==> src/rtl/sirq_pkg.sv <==
package sirq_pkg;

   // Configuration register layout (bit order is decoded by the logic below)
   typedef struct packed {
      logic act_low;   // 7: pin active level is low
      logic open_drn;  // 6: open-drain drive
      logic latch;     // 5: hold until cleared
      logic any_clr;   // 4: any read clears status
      logic rsv3;      // 3: always zero
      logic rdy_en;    // 2: clock-ready source enable
      logic rsv1;      // 1: always zero
      logic dat_en;    // 0: new-sample source enable
   } sirq_cfg_t;

   localparam logic [7:0] SIRQ_CFG_WMASK = 8'hF5;
   localparam int         SIRQ_NSRC      = 2;

endpackage

==> src/rtl/sirq_cfg_reg.sv <==
module sirq_cfg_reg
   import sirq_pkg::*;
#(
   parameter int                ADDR_W   = 8,
   parameter logic [ADDR_W-1:0] CFG_ADDR = 'h17
) (
   input  logic              clk,
   input  logic              rst_n,
   input  logic              wr_en,
   input  logic [ADDR_W-1:0] wr_addr,
   input  logic [7:0]        wr_data,
   output sirq_cfg_t         cfg
);

   always_ff @(posedge clk or negedge rst_n) begin
      if (!rst_n)
         cfg <= '0;
      else if (wr_en && (wr_addr == CFG_ADDR))
         cfg <= sirq_cfg_t'(wr_data & SIRQ_CFG_WMASK);
   end

endmodule

==> src/rtl/sirq_status.sv <==
module sirq_status #(
   parameter int NSRC = 2
) (
   input  logic            clk,
   input  logic            rst_n,
   input  logic [NSRC-1:0] evt,
   input  logic [NSRC-1:0] en,
   input  logic            clr,
   output logic [NSRC-1:0] stat,
   output logic            trig
);

   logic [NSRC-1:0] fire;

   assign fire = evt & en;
   assign trig = |fire;

   for (genvar i = 0; i < NSRC; i++) begin : g_src
      always_ff @(posedge clk or negedge rst_n) begin
         if (!rst_n)
            stat[i] <= 1'b0;
         else if (fire[i])
            stat[i] <= 1'b1;     // event has priority over a clear
         else if (clr)
            stat[i] <= 1'b0;
      end
   end

endmodule

==> src/rtl/sirq_pulse.sv <==
module sirq_pulse #(
   parameter int PULSE_CYC = 10
) (
   input  logic clk,
   input  logic rst_n,
   input  logic trig,
   input  logic latch,
   input  logic stat_any,
   output logic active
);

   logic pulse_on;

   if (PULSE_CYC == 1) begin : g_single
      always_ff @(posedge clk or negedge rst_n) begin
         if (!rst_n) pulse_on <= 1'b0;
         else        pulse_on <= trig;
      end
   end else begin : g_count
      localparam int CW = $clog2(PULSE_CYC + 1);
      logic [CW-1:0] cnt;
      always_ff @(posedge clk or negedge rst_n) begin
         if (!rst_n)
            cnt <= '0;
         else if (trig)
            cnt <= CW'(PULSE_CYC);
         else if (cnt != '0)
            cnt <= cnt - 1'b1;
      end
      assign pulse_on = (cnt != '0);
   end

   assign active = latch ? stat_any : pulse_on;

endmodule

==> src/rtl/sirq_pad.sv <==
module sirq_pad (
   input  logic active,
   input  logic act_low,
   input  logic open_drn,
   output logic pin_o,
   output logic pin_oe
);

   logic level;

   always_comb begin
      level = active ^ act_low;
      if (open_drn) begin
         pin_o  = 1'b0;
         pin_oe = ~level;
      end else begin
         pin_o  = level;
         pin_oe = 1'b1;
      end
   end

endmodule

==> src/rtl/sens_irq_ctrl.sv <==
module sens_irq_ctrl
   import sirq_pkg::*;
#(
   parameter int                ADDR_W    = 8,
   parameter logic [ADDR_W-1:0] CFG_ADDR  = 'h17,
   parameter logic [ADDR_W-1:0] STAT_ADDR = 'h1A,
   parameter int                CLK_HZ    = 200_000_000
) (
   input  logic              clk,
   input  logic              rst_n,
   input  logic              wr_en,
   input  logic [ADDR_W-1:0] wr_addr,
   input  logic [7:0]        wr_data,
   input  logic              rd_en,
   input  logic [ADDR_W-1:0] rd_addr,
   output logic [7:0]        rd_data,
   input  logic              evt_data,
   input  logic              evt_ready,
   output logic              irq_o,
   output logic              irq_oe
);

   localparam longint PULSE_L   = (longint'(CLK_HZ) * 50 + 500_000) / 1_000_000;
   localparam int     PULSE_CYC = int'(PULSE_L);

   if (ADDR_W < 5) begin : g_bad_addr
      $error("sens_irq_ctrl: ADDR_W too small for register map");
   end
   if (PULSE_CYC < 1) begin : g_bad_clk
      $error("sens_irq_ctrl: CLK_HZ gives a pulse shorter than one cycle");
   end
   if (CFG_ADDR == STAT_ADDR) begin : g_bad_map
      $error("sens_irq_ctrl: register addresses collide");
   end

   sirq_cfg_t              cfg_q;
   logic [SIRQ_NSRC-1:0]   stat_q;
   logic                   trig;
   logic                   clr;
   logic                   active;

   sirq_cfg_reg #(.ADDR_W(ADDR_W), .CFG_ADDR(CFG_ADDR)) u_cfg (
      .clk     (clk),
      .rst_n   (rst_n),
      .wr_en   (wr_en),
      .wr_addr (wr_addr),
      .wr_data (wr_data),
      .cfg     (cfg_q)
   );

   assign clr = rd_en && (cfg_q.any_clr || (rd_addr == STAT_ADDR));

   sirq_status #(.NSRC(SIRQ_NSRC)) u_stat (
      .clk   (clk),
      .rst_n (rst_n),
      .evt   ({evt_ready, evt_data}),
      .en    ({cfg_q.rdy_en, cfg_q.dat_en}),
      .clr   (clr),
      .stat  (stat_q),
      .trig  (trig)
   );

   sirq_pulse #(.PULSE_CYC(PULSE_CYC)) u_pulse (
      .clk      (clk),
      .rst_n    (rst_n),
      .trig     (trig),
      .latch    (cfg_q.latch),
      .stat_any (|stat_q),
      .active   (active)
   );

   sirq_pad u_pad (
      .active   (active),
      .act_low  (cfg_q.act_low),
      .open_drn (cfg_q.open_drn),
      .pin_o    (irq_o),
      .pin_oe   (irq_oe)
   );

   always_comb begin
      if (rd_addr == CFG_ADDR)
         rd_data = cfg_q;
      else if (rd_addr == STAT_ADDR)
         rd_data = {5'b0, stat_q[1], 1'b0, stat_q[0]};
      else
         rd_data = 8'h00;
   end

endmodule

==> config.mk <==
export PLATFORM = sky130hd
export DESIGN_NAME = sens_irq_ctrl
export DESIGN_NICKNAME = d
export VERILOG_FILES = /design/src/rtl/sirq_pkg.sv /design/src/rtl/sirq_cfg_reg.sv /design/src/rtl/sirq_status.sv /design/src/rtl/sirq_pulse.sv /design/src/rtl/sirq_pad.sv /design/src/rtl/sens_irq_ctrl.sv
export SDC_FILE = /design/constraint.sdc
export NUM_CORES = 1
export LEC_CHECK = 0
export ABC_AREA = 1
export BUFFER_PORTS_ARGS = -buffer_cell sky130_fd_sc_hd__buf_2
export CAP_MARGIN = 5
export CELL_PAD_IN_SITES_DETAIL_PLACEMENT = 1
export CELL_PAD_IN_SITES_GLOBAL_PLACEMENT = 1
export CORE_MARGIN = 2
export CORE_UTILIZATION = 32
export CTS_CLUSTER_SIZE = 30
export DETAILED_ROUTE_END_ITERATION = 12
export MAX_ROUTING_LAYER = met4
export PLACE_DENSITY = 0.71
export SYNTH_ARGS = -nofsm -noshare
export SYNTH_HDL_FRONTEND = slang
export SYNTH_SLANG_ARGS = --single-unit
export TNS_END_PERCENT = 10
==> constraint.sdc <==
create_clock -name clk -period 1.4 [get_ports clk]
set_input_delay 0.14 -clock clk [delete_from_list [all_inputs] [get_ports clk]]
set_output_delay 0.14 -clock clk [all_outputs]
set_load 0.01 [all_outputs]
==> results of run 1 <==
==> stage by stage <==
stage / worst slack [ns] / total power [W] / hold WS (ns) / cells
floorplan: 0.0127 / 0.00138 / -0.156 / 178
global placement: 0.00520 / 0.00161 / 0.148 / 271
detailed placement: -0.0382 / 0.00164 / 0.149 / 271
CTS: -0.249 / 0.00213 / 0.109 / 280
global route: -0.356 / 0.00231 / 0.111 / 281
finish: -0.250 / 0.00214 / 0.105 / 281
==> timing repair <==
item / in CTS / in global routing
hold endpoints to repair: 22 / 0
cloned: 0 / 0
hold buffers: 1 / 0
setup endpoints to repair: 8 / 15
pin swaps: 4 / 2
setup buffers: 5 / 1
gates resized for setup: 8 / 6
==> cell families after synthesis <==
logic type | count (synthesis) | share of synthesized area
fa+ha+maj | 1 | 0.00933
simple gates | 81 | 0.325
flops | 22 | 0.410
xor+xnor | 4 | 0.0261
buf+inv | 47 | 0.139
compound gates | 21 | 0.0877
other cells | 1 | 0.00280
==> cells in the mapped netlist <==
| cell | instances |
|---|---|
| inv_1 | 39 |
| nand2_1 | 27 |
| dfrtp_1 | 22 |
| nand3_1 | 13 |
| nor2_1 | 13 |
| o21ai_1 | 9 |
| nand4_1 | 7 |
| a21oi_1 | 4 |
| nand3_2 | 4 |
| nor3_1 | 4 |
| o21ai_0 | 4 |
| xor2_1 | 4 |
| inv_2 | 3 |
| nand2_2 | 3 |
| nor2_2 | 3 |
| buf_2 | 2 |
| buf_4 | 2 |
| nor2_4 | 2 |
| o22ai_1 | 2 |
| a211oi_2 | 1 |
| clkinv_1 | 1 |
| conb_1 | 1 |
| ha_1 | 1 |
| nand2_4 | 1 |
| nand3b_2 | 1 |
| nor2_8 | 1 |
| nor3b_1 | 1 |
| nor4_1 | 1 |
| o211ai_1 | 1 |
==> flip-flops by register name, indices dropped and copies added (netlist names) <==
| register | cells |
|---|---|
| u_pulse.g_count.cnt | 14 |
| u_cfg.cfg | 6 |
| u_stat.stat | 2 |
==> critical path: stages, from the launching register on <==
cell and delay, ns:
dfrtp_1 0.40, inv_2 0.09, ha_4 0.15, nand2_4 0.08
nor2_8 0.11, nand3_4 0.08, nand2_2 0.07, nand2_2 0.06
nand2_2 0.06, nor2_2 0.03, buf_2 0.13
==> path summary, 6_finish.rpt <==
check	start	endpoint	slack, ns	depth (start not counted)
max in group asynchronous	rst_n	u_pulse.g_count.cnt[3]	0.67	2
min in group asynchronous	rst_n	u_pulse.g_count.cnt[2]	0.38	2
min	wr_data[4]	u_cfg.cfg[4]	0.11	3
max	u_pulse.g_count.cnt[1]	irq_o	-0.25	10
max reg2reg	u_pulse.g_count.cnt[9]	u_pulse.g_count.cnt[10]	-0.06	10
min reg2reg	u_cfg.cfg[4]	u_cfg.cfg[4]	0.50	2
==> cell type report <==
| type | count | area, um2 | area share |
|---|---|---|---|
| clock buffer | 3 | 41.3 | 0.0228 |
| inverter | 43 | 161 | 0.0892 |
| multi-input combinational | 109 | 661 | 0.365 |
| sequential | 22 | 551 | 0.304 |
| tap | 50 | 62.6 | 0.0346 |
| timing repair buffer | 54 | 333 | 0.184 |
==> power by group <==
part           switching (W)  total (W)  internal, W
Combinational       0.000467   0.000839     0.000372
Clock               0.000204   0.000396     0.000192
Sequential          0.000113   0.000904     0.000792
==> layer usage <==
| layer | share of wire | up-vias | GRT usage |
|---|---|---|---|
| met1 | 0.47 | 611 | 0.210 |
| met2 | 0.49 | 23 | 0.290 |
| met4 | 0.0043 | 0 | 0.0392 |
| met3 | 0.034 | 2 | 0.0244 |
| met5 | 0 | - | - |
| li1 | - | 662 | - |
==> summary.txt, run 1 <==
Final layout
  • Layout cells sized above 1: 0.368
  • Commonest cells after routing, fill and taps aside: inv_1 (38), buf_2 (35), nand2_1 (23), dfrtp_1 (22), buf_4 (17)
  • Antenna fix cells: 0
  • Post-Route Utilization: 0.449
  • Filler Cells Inserted: about 530
  • Most common cell after layout, fill and taps aside: inv_1
  • Layout area overhead: 34.9%
  • Nets: about 260
  • Final Cell Area: 0.00181 mm2

Routing
  • WL/cell: 11.7 um
  • DRC: 0
  • Via-per-instance ratio: about 4.6
  • Routed Antenna Nets: 0
  • DRT iter0 DRCs: 19
  • 1st-pass router iterations: 4
  • Via count: roughly 1300
  • Final wirelength: around 3300 um

Power and ir drop
  • Leakage: about 0.98 nW
  • Worst VDD drop: ~390 uV
  • Pwr dens: roughly 1200 mW/mm2

Global routing
  • Largest net degree at the start of global routing: 23
  • Global route overflow: 0
  • Initial antenna violation count: 0
  • GRT Total Usage: 0.169
  • First-pass GRT wire length: ~6000 um
  • Vias in the first global route: 1376

Job
  • Max-Cap Viols: 0

Clock network
  • H-tree Lvls: 1
  • CTS tree: yes
  • CTS Sinks: 22
  • Clock buffer depth: 2
  • TritonCTS Buffers: 3
  • Root buf cell: clkbuf_8
  • Clk Latency, worst-skew pair: approximately 0.26 ns
  • Reg clk slew, reported paths: about 0.080 ns

Timing
  • Final Skew: ~0.0017 ns
  • RSZ-0062 raised after global routing: yes
  • Fmax: slightly above 0.6 GHz
  • Setup tns final: -0.557 ns
  • Endpoints failing hold: 0
  • Max Slew Vio Count: 0
  • Final min period: 1.65 ns
  • Worst setup margin: -0.250 ns
  • Worst slew pin tran: 0.518 ns
  • Final setup violation count: 4
  • Slew headroom: 0.655
  • Crit share post-route: 1.18

Yosys
  • Post-synthesis register bit count: 22
  • Leading area contributor after synthesis: dfrtp_1
  • Number of library cell types mapped by synthesis: 29
  • Main area contributors after synthesis: dfrtp_1 (41%), inv_1 (11%), nand2_1 (7.6%)
  • Synth top area share: 0.410
  • Mapped Area: roughly 0.0013 mm2
  • Synth Warn #: 0
  • Cell count after synthesis: between 150 and 200
  • Syn_area_per_cell: about 7.6 um2
  • Seq/Total Area, Yosys: 0.410

Place
  • PortBufs: 35
  • Hpwl dp: approximately 2600 um
  • Routability congestion estimate: slightly above 0.7
  • Post-place instance area: 0.00166 mm2

Critical path
  • Critical Path AT: 1.51 ns
  • Worst-path fanout max: 3
  • Setup crit end kind: output pin
  • Startpoint Class: flop
  • Worst Path Required: 1.26 ns
  • CP Class: reg2out

Min path
  • Hold Crit Class: in2reg

Floorplan
  • CORE AREA: 0.00403 mm2
  • DIE WIDTH: roughly 69 um
  • # IOs: 40
  • Overall die area: about 0.0047 mm2
  • Starting density of the core: 0.333
  • Core Rows: 23
  • Die H: between 60 and 70 um

Run status
  • Failing checks: setup timing
  • Status: complete, but fails checks
(Power assumes the default switching activity.)
==> run 2: changes to the inputs <==
Settings changed: ABC_AREA 1 to default, CORE_UTILIZATION 32 to 33.
==> run 2 against run 1 <==
  * The flow still finishes with violations (setup timing)
  * Cell count shrank 6.8%
  * Sequential power grew 11%
  * Die area shrank 7.5%
  * Flip-flop and latch count is the same
  * Critical path depth shrank 4
  * First-iteration DRC count shrank 5.3%
  * Count of clock-buffer cells in the layout is the same
  * Register-to-register slack lost 0.56 ns
  * Clock power is essentially flat
  * Worst setup slack lost 0.37 ns
  * Largest power group is now combinational cells
==> summary.txt, run 2 <==
Run status
  • Status: complete, but fails checks
  • Failing checks: setup timing

Critical path
  • Critical Path AT: between 1.5 and 2 ns
  • FF-to-FF End: u_pulse.g_count.cnt[7]
  • Slowest CP cell: dfrtp_1
  • Reg2Reg Setup Slack: -0.62 ns
  • Largest stage delay, worst path: about 0.42 ns
  • Reg-to-reg startpoint: u_pulse.g_count.cnt[0]
  • CP bufs+invs: 2
  • Cell Chain, Critical Path: nor4_2, buf_4, and4_4, mux2i_4, mux2_4, buf_6
  • Startpoint Class: flop
  • Reg2reg path depth: 5
  • CP top delay family: simple AND/OR/NAND/NOR gates
  • Setup crit end kind: output pin
  • Worst Path Required: 1.26 ns
  • CP Class: reg2out
  • Worst-path fanout max: 3

Yosys
  • Post-synthesis register bit count: 22
  • Commonest cells post-synth: dfrtp_1 (22), nand2_1 (12), nor2_1 (9), a21oi_1 (8), mux2_2 (8)
  • Syn_area_per_cell: 9.50 um2
  • Most numerous cell in the Yosys netlist: dfrtp_1
  • Synth top area share: 0.433
  • Async S/R FF share, synth: 1.00
  • Main area contributors after synthesis: dfrtp_1 (43%), mux2_2 (7.1%), nand2_1 (3.5%)
  • Cell count after synthesis: approximately 130
  • Mapped Area: around 0.0013 mm2
  • Leading area contributor after synthesis: dfrtp_1
  • Top FF cell, synth: dfrtp_1
  • Synth Warn #: 0
  • Seq/Total Area, Yosys: 0.433
  • Number of synthesized flops with an enable pin: 0
  • Number of library cell types mapped by synthesis: 41

Power and ir drop
  • Pwr dens: about 1400 mW/mm2
  • Leakage: slightly above 0.9 nW
  • Sw power: 0.00105 W
  • Overall Power: about 0.0029 W
  • Worst VDD drop: between 600 and 700 uV
  • Switching power share of the total: 0.363
  • Internal power: 0.00184 W
  • Clock power frac: 0.138
  • Sequential Power Share: 0.347
  • Gate power share: 0.514

Clock network
  • Clock buffer depth: 2
  • TritonCTS Buffers: 3
  • Root buf cell: clkbuf_8
  • CTS tree: yes
  • Reg clk slew, reported paths: 0.08 ns
  • CTS Sinks: 22
  • H-tree Lvls: 1
  • Clk Latency, worst-skew pair: roughly 0.27 ns

Global routing
  • Initial antenna violation count: 0
  • Met1 Usage GRT: 0.217
  • Top Usage Layer GRT: met2
  • First-pass GRT wire length: 7180 um
  • Global route overflow: 0
  • Vias in the first global route: approximately 1600
  • Met2 Resource Use GR: 0.433
  • GRT Total Usage: 0.228
  • Largest net degree at the start of global routing: 23
  • GRT met3 Usage: 0.0307

Place
  • Routability congestion estimate: 0.827
  • Post-place instance area: between 0.0015 and 0.002 mm2
  • Placed cells: around 250
  • Hpwl dp: 3220 um
  • PortBufs: 35

Timing
  • Endpoints failing hold: 0
  • Setup tns final: -6.31 ns
  • Worst setup margin: -0.616 ns
  • Fmax: 0.496 GHz
  • Max Slew Vio Count: 0
  • Worst slew pin tran: between 0.5 and 0.6 ns
  • Final Skew: around 0.003 ns
  • Final min period: slightly above 2 ns
  • Crit share post-route: 1.44
  • RSZ-0062 raised after global routing: yes
  • Slew headroom: 0.645
  • Final setup violation count: 18

Final layout
  • Layout cells sized above 1: 0.570
  • Commonest cells after routing, fill and taps aside: buf_4 (43), buf_2 (33), dfrtp_1 (22), nand2_1 (11), nor2_1 (9)
  • Antenna fix cells: 0
  • Max reg flops: 14
  • Layout area overhead: 59.8%
  • Final Cell Area: 0.00203 mm2
  • Most common cell after layout, fill and taps aside: buf_4
  • Post-Route Utilization: 0.551
  • Final Instance Count excl. Fillers: ~260
  • Biggest regs: u_pulse.g_count.cnt: 14 flops, u_cfg.cfg: 6 flops, u_stat.stat: 2 flops
  • Largest Register: u_pulse.g_count.cnt
  • Nets: around 250

Floorplan
  • Starting density of the core: 0.345
  • Overall die area: ~0.0044 mm2
  • DIE WIDTH: ~66 um
  • Core Rows: 22
  • Die H: 66.1 um
  • # IOs: 40
  • CORE AREA: approximately 0.0037 mm2

Routing
  • DRT iter0 DRCs: 18
  • Final wirelength: approximately 4600 um
  • Via-per-instance ratio: between 5 and 6
  • WL/cell: about 18 um
  • 1st-pass router iterations: 4
  • Via count: approximately 1400
  • Routed Antenna Nets: 0
  • DRC: 0

Min path
  • Worst Hold Endpoint: u_cfg.cfg[0]
  • Hold Crit Depth: 2
  • Hold Crit Class: in2reg
  • Min-delay src: wr_data[0]

Job
  • Max-Cap Viols: 0
[run 2: changes by cell type after synthesis, moves of 5 or more]
| cell | before | now |
|---|---|---|
| mux2_2 | 0 | 8 |
| o31ai_1 | 0 | 5 |
| nand4_1 | 7 | 1 |
| or4_1 | 0 | 5 |
| nand3_1 | 13 | 2 |
| o21ai_1 | 9 | 0 |
| nand2_1 | 27 | 12 |
| inv_1 | 39 | 3 |
[run 2: worst max path at each step]
stage	end	start	cells after the start	slack, ns
4_1_cts	irq_oe	u_pulse.g_count.cnt[9]	6	-0.59
3_5_place_dp	u_pulse.g_count.cnt[12]	u_pulse.g_count.cnt[0]	7	-0.53
3_3_place_gp	u_pulse.g_count.cnt[13]	u_pulse.g_count.cnt[0]	4	-0.43
5_1_grt	irq_o	u_pulse.g_count.cnt[9]	6	-0.68
2_1_floorplan	u_pulse.g_count.cnt[13]	u_pulse.g_count.cnt[0]	4	-0.40
6_report	irq_o	u_pulse.g_count.cnt[9]	6	-0.62
[run 2: timing repair]
| item | in CTS | in global routing |
|---|---|---|
| hold endpoints to repair | 22 | 0 |
| pin swaps | 14 | 5 |
| buffers inserted | 9 | 1 |
| hold buffers | 1 | 0 |
| gates cloned | 0 | 0 |
| endpoints found under the setup margin | 22 | 22 |
| gates resized for setup | 30 | 6 |
[run 2: layout make-up]
cell class              instances  area [um2]
well taps                      48        60.1
repair buffers                 80         532
flip-flops and latches         22         551
fillers                       437        1660
inverters                       3        11.3
clock buffers                   3        41.3
multi-input cells             106         838
[run 2: logic make-up after synthesis]
logic type / count (synthesis) / share of synthesized area
flops: 22 / 0.433
buf+inv: 7 / 0.0265
mux: 9 / 0.0787
simple gates: 65 / 0.305
xor+xnor: 1 / 0.00688
fa+ha+maj: 1 / 0.00983
compound gates: 28 / 0.138
other cells: 1 / 0.00295
[run 2: worst reg2reg max path: cells and delay by family (launching register included)]
| kind | cells | cell delay [ns] |
|---|---|---|
| AO/OA/AOI/OAI | 1 | 0.15 |
| buffers and inverters | 1 | 0.14 |
| flip-flops | 1 | 0.40 |
| AND/OR/NAND/NOR | 3 | 1.25 |
[run 2: stage by stage]
stage               setup slack [ns]  hold slack (ns)
finish                        -0.616            0.111
global route                  -0.676            0.101
CTS                           -0.588            0.102
detailed placement            -0.532            0.145
global placement              -0.427            0.140
floorplan                     -0.400           -0.156
[run 2: power groups by stage]
stage / logic (W) / clock network [W] / registers [W]
finish: 0.00148 / 0.000399 / 0.00100
global placement: 0.00101 / 0 / 0.000954
detailed placement: 0.00106 / 0 / 0.000961
CTS: 0.00139 / 0.000418 / 0.000985
floorplan: 0.000471 / 0 / 0.000979
global route: 0.00162 / 0.000444 / 0.00102
[run 2: metal layers]
layer | wire length, um | up-vias | share of wire
met1 | 1660 | 694 | 0.36
met5 | 0 | - | 0
li1 | - | 659 | -
met3 | 188 | 18 | 0.041
met2 | 2580 | 54 | 0.56
met4 | 191 | 0 | 0.041
==> run 3: changes to the inputs <==
Settings changed: CORE_UTILIZATION 33 to 34, SYNTH_HIERARCHICAL from default to 1.
==> run 3 against run 2 <==
  * The flow still finishes with violations (setup timing)
  * Global-route usage about the same
  * Combinational power is 6% higher
  * Cell count shrank 5.0%
  * Non-clock buffer count down 6
  * Hold slack worse by 0.024 ns
  * Die area down 0.17%
  * Routed wire length about the same
  * Clock skew rose by 0.0067 ns
  * Sequential share of layout area decreased by 0.27 points
  * Synthesized area grew 2.9%
  * Critical path type unchanged
  * Highest routed layer unchanged
==> summary.txt, run 3 <==
Final layout
  • Final Instance Count excl. Fillers: between 200 and 250
  • Layout area overhead: 57.3%
  • Biggest regs: u_pulse/g_count.cnt: 14 flops, u_cfg/cfg: 6 flops, u_stat/stat: 2 flops
  • Largest Register: u_pulse/g_count.cnt
  • Most common cell after layout, fill and taps aside: buf_2
  • Post-Route Utilization: 0.558
  • Antenna fix cells: 0
  • Filler Cells Inserted: between 400 and 500
  • Max reg flops: 14
  • Layout cells sized above 1: 0.562
  • Nets: 233
  • Commonest cells after routing, fill and taps aside: buf_2 (31), buf_4 (30), dfrtp_1 (21), buf_6 (12), nor2_1 (7)

Critical path
  • Worst-path fanout max: 2
  • Worst Path Required: about 1.3 ns
  • Setup crit end kind: output pin
  • Startpoint Class: flop
  • Reg2reg path depth: 13
  • CP Class: reg2out
  • Critical Path AT: around 2.1 ns

Floorplan
  • CORE AREA: approximately 0.0037 mm2
  • Die H: ~66 um
  • # IOs: 40
  • DIE WIDTH: around 66 um
  • Core Rows: 22
  • Overall die area: ~0.0044 mm2
  • Starting density of the core: 0.355

Yosys
  • Number of synthesized flops with an enable pin: 0
  • Post-synthesis register bit count: 22
  • Most numerous cell in the Yosys netlist: dfrtp_1
  • Async S/R FF share, synth: 1.00
  • Syn_area_per_cell: ~10 um2
  • Seq/Total Area, Yosys: 0.421
  • Top FF cell, synth: dfrtp_1
  • Synth Warn #: 6
  • Synth top area share: 0.421
  • Mapped Area: between 0.001 and 0.0015 mm2
  • Main area contributors after synthesis: dfrtp_1 (42%), mux2_2 (6.0%), and2_1 (2.9%)
  • Commonest cells post-synth: dfrtp_1 (22), nor2_1 (9), mux2_2 (7)
  • Leading area contributor after synthesis: dfrtp_1
  • Cell count after synthesis: 127
  • Number of library cell types mapped by synthesis: 49

Power and ir drop
  • Switching power share of the total: 0.365
  • Overall Power: 0.00327 W
  • Clock power frac: 0.190
  • Sw power: between 0.001 and 0.0015 W
  • Pwr dens: 1590 mW/mm2
  • Internal power: a little over 0.002 W
  • Gate power share: 0.479
  • Worst VDD drop: roughly 800 uV
  • Sequential Power Share: 0.331
  • Leakage: roughly 0.9 nW

Routing
  • 1st-pass router iterations: 4
  • WL/cell: ~19 um
  • Routed Antenna Nets: 0
  • DRC: 0
  • Final wirelength: ~4600 um
  • DRT iter0 DRCs: between 40 and 50
  • Via count: 1319
  • Via-per-instance ratio: approximately 5.3

Global routing
  • Initial antenna violation count: 0
  • Vias in the first global route: about 1400
  • Global route overflow: 0
  • GRT Total Usage: 0.228
  • First-pass GRT wire length: 7020 um
  • Largest net degree at the start of global routing: 23

Clock network
  • CTS Sinks: 22
  • Clk Latency, worst-skew pair: around 0.28 ns
  • Reg clk slew, reported paths: ~0.090 ns
  • H-tree Lvls: 1
  • TritonCTS Buffers: 3
  • CTS tree: yes
  • Clock buffer depth: 2
  • Root buf cell: clkbuf_8

Job
  • Max-Cap Viols: 0

Timing
  • RSZ-0062 raised after global routing: yes
  • Max Slew Vio Count: 0
  • Fmax: between 0.4 and 0.5 GHz
  • Final setup violation count: 17
  • Final Skew: a little under 0.01 ns
  • Slew headroom: 0.627
  • Endpoints failing hold: 0
  • Crit share post-route: 1.60
  • Worst slew pin tran: ~0.55 ns
  • Final min period: ~2.2 ns
  • Worst setup margin: -0.837 ns

Run status
  • Failing checks: setup timing
  • Status: complete, but fails checks

Place
  • Routability congestion estimate: just under 0.9
  • PortBufs: 35
  • Hpwl dp: between 2000 and 3000 um
  • Placed cells: roughly 230
  • Place WS: -0.586 ns

Min path
  • Hold Crit Class: in2reg
  • Hold Crit Depth: 2
## run 3: cell count changes in the layout (fill, tap and decap cells not counted), sizes merged, moves of 3 or more
cell    before  now
nand2       12    6
nor2b        1    4
nor3         6    3
o31ai        5    0
buf         79   73
or4          7    3
nand2b       4    1
## run 3: worst paths after layout
path                                     endpoint  slack [ns]                    from
max                                         irq_o       -0.84  u_pulse/g_count.cnt[1]
min reg2reg                          u_cfg/cfg[2]        0.55            u_cfg/cfg[2]
min in group asynchronous  u_pulse/g_count.cnt[5]        0.35                   rst_n
min                                  u_cfg/cfg[7]        0.09              wr_data[7]
max reg2reg                u_pulse/g_count.cnt[2]       -0.74  u_pulse/g_count.cnt[1]
max in group asynchronous  u_pulse/g_count.cnt[2]        0.67                   rst_n
## run 3: area by class of cell
| class | instances | area, um2 | share of cell area |
|---|---|---|---|
| well taps | 48 | 60.1 | 0.0292 |
| multi-input cells | 96 | 831 | 0.404 |
| inverters | 5 | 18.8 | 0.00912 |
| repair buffers | 74 | 526 | 0.255 |
| flip-flops and latches | 22 | 552 | 0.268 |
| clock inverters | 1 | 30.0 | 0.0146 |
| clock buffers | 3 | 41.3 | 0.0201 |
## run 3: what timing repair did
item,CTS,global route
buffers inserted,7,3
hold buffers,1,0
hold endpoints to repair,22,0
gates resized for setup,21,11
pin swaps,12,7
setup endpoints to repair,16,20
## run 3: cell families (layout without fill, tap and decap cells)
logic type	after synthesis	in the layout	share of synthesized area
buffers and inverters	10	83	0.0363
other	1	2	0.00287
xor gates and xnor gates	4	4	0.0268
and+or+nand+nor	57	57	0.303
AOI/OAI and AO/OA	23	23	0.124
adders and majority gates	1	1	0.00956
muxes	9	9	0.0765
DFF	22	22	0.421
## run 3: critical path, cell delays in order, from the launching register on
cell and delay, ns:
dfrtp_1 0.41, inv_2 0.09, ha_4 0.14, nor4b_4 0.21
nand4_1 0.17, mux2_4 0.32, xor2_2 0.15, and2b_2 0.20
buf_6 0.11
## run 3: metrics by stage
stage               cell area [um2]  TNS [ns]  hold slack [ns]
finish                         2060     -8.42           0.0868
global route                   2060     -9.71           0.0839
CTS                            1980     -7.35           0.0943
detailed placement             1760     -6.86            0.151
global placement               1760     -5.55            0.142
floorplan                      1350     -4.30           -0.156
## run 3: metal layers
metal | GRT usage | up-vias | routed length, um
li1 | - | 605 | -
met1 | 0.226 | 668 | 1720
met2 | 0.439 | 37 | 2590
met3 | 0.0375 | 9 | 199
met4 | 0.0893 | 0 | 102
met5 | - | - | 0
## run 3: power by group through the flow
stage	clock network, W	logic [W]	registers (W)
final	0.000621	0.00157	0.00108
after detailed placement	0	0.00123	0.00106
after floorplan	0	0.000604	0.00106
after global placement	0	0.00115	0.00105
after global routing	0.000657	0.00168	0.00111
after CTS	0.000614	0.00140	0.00106
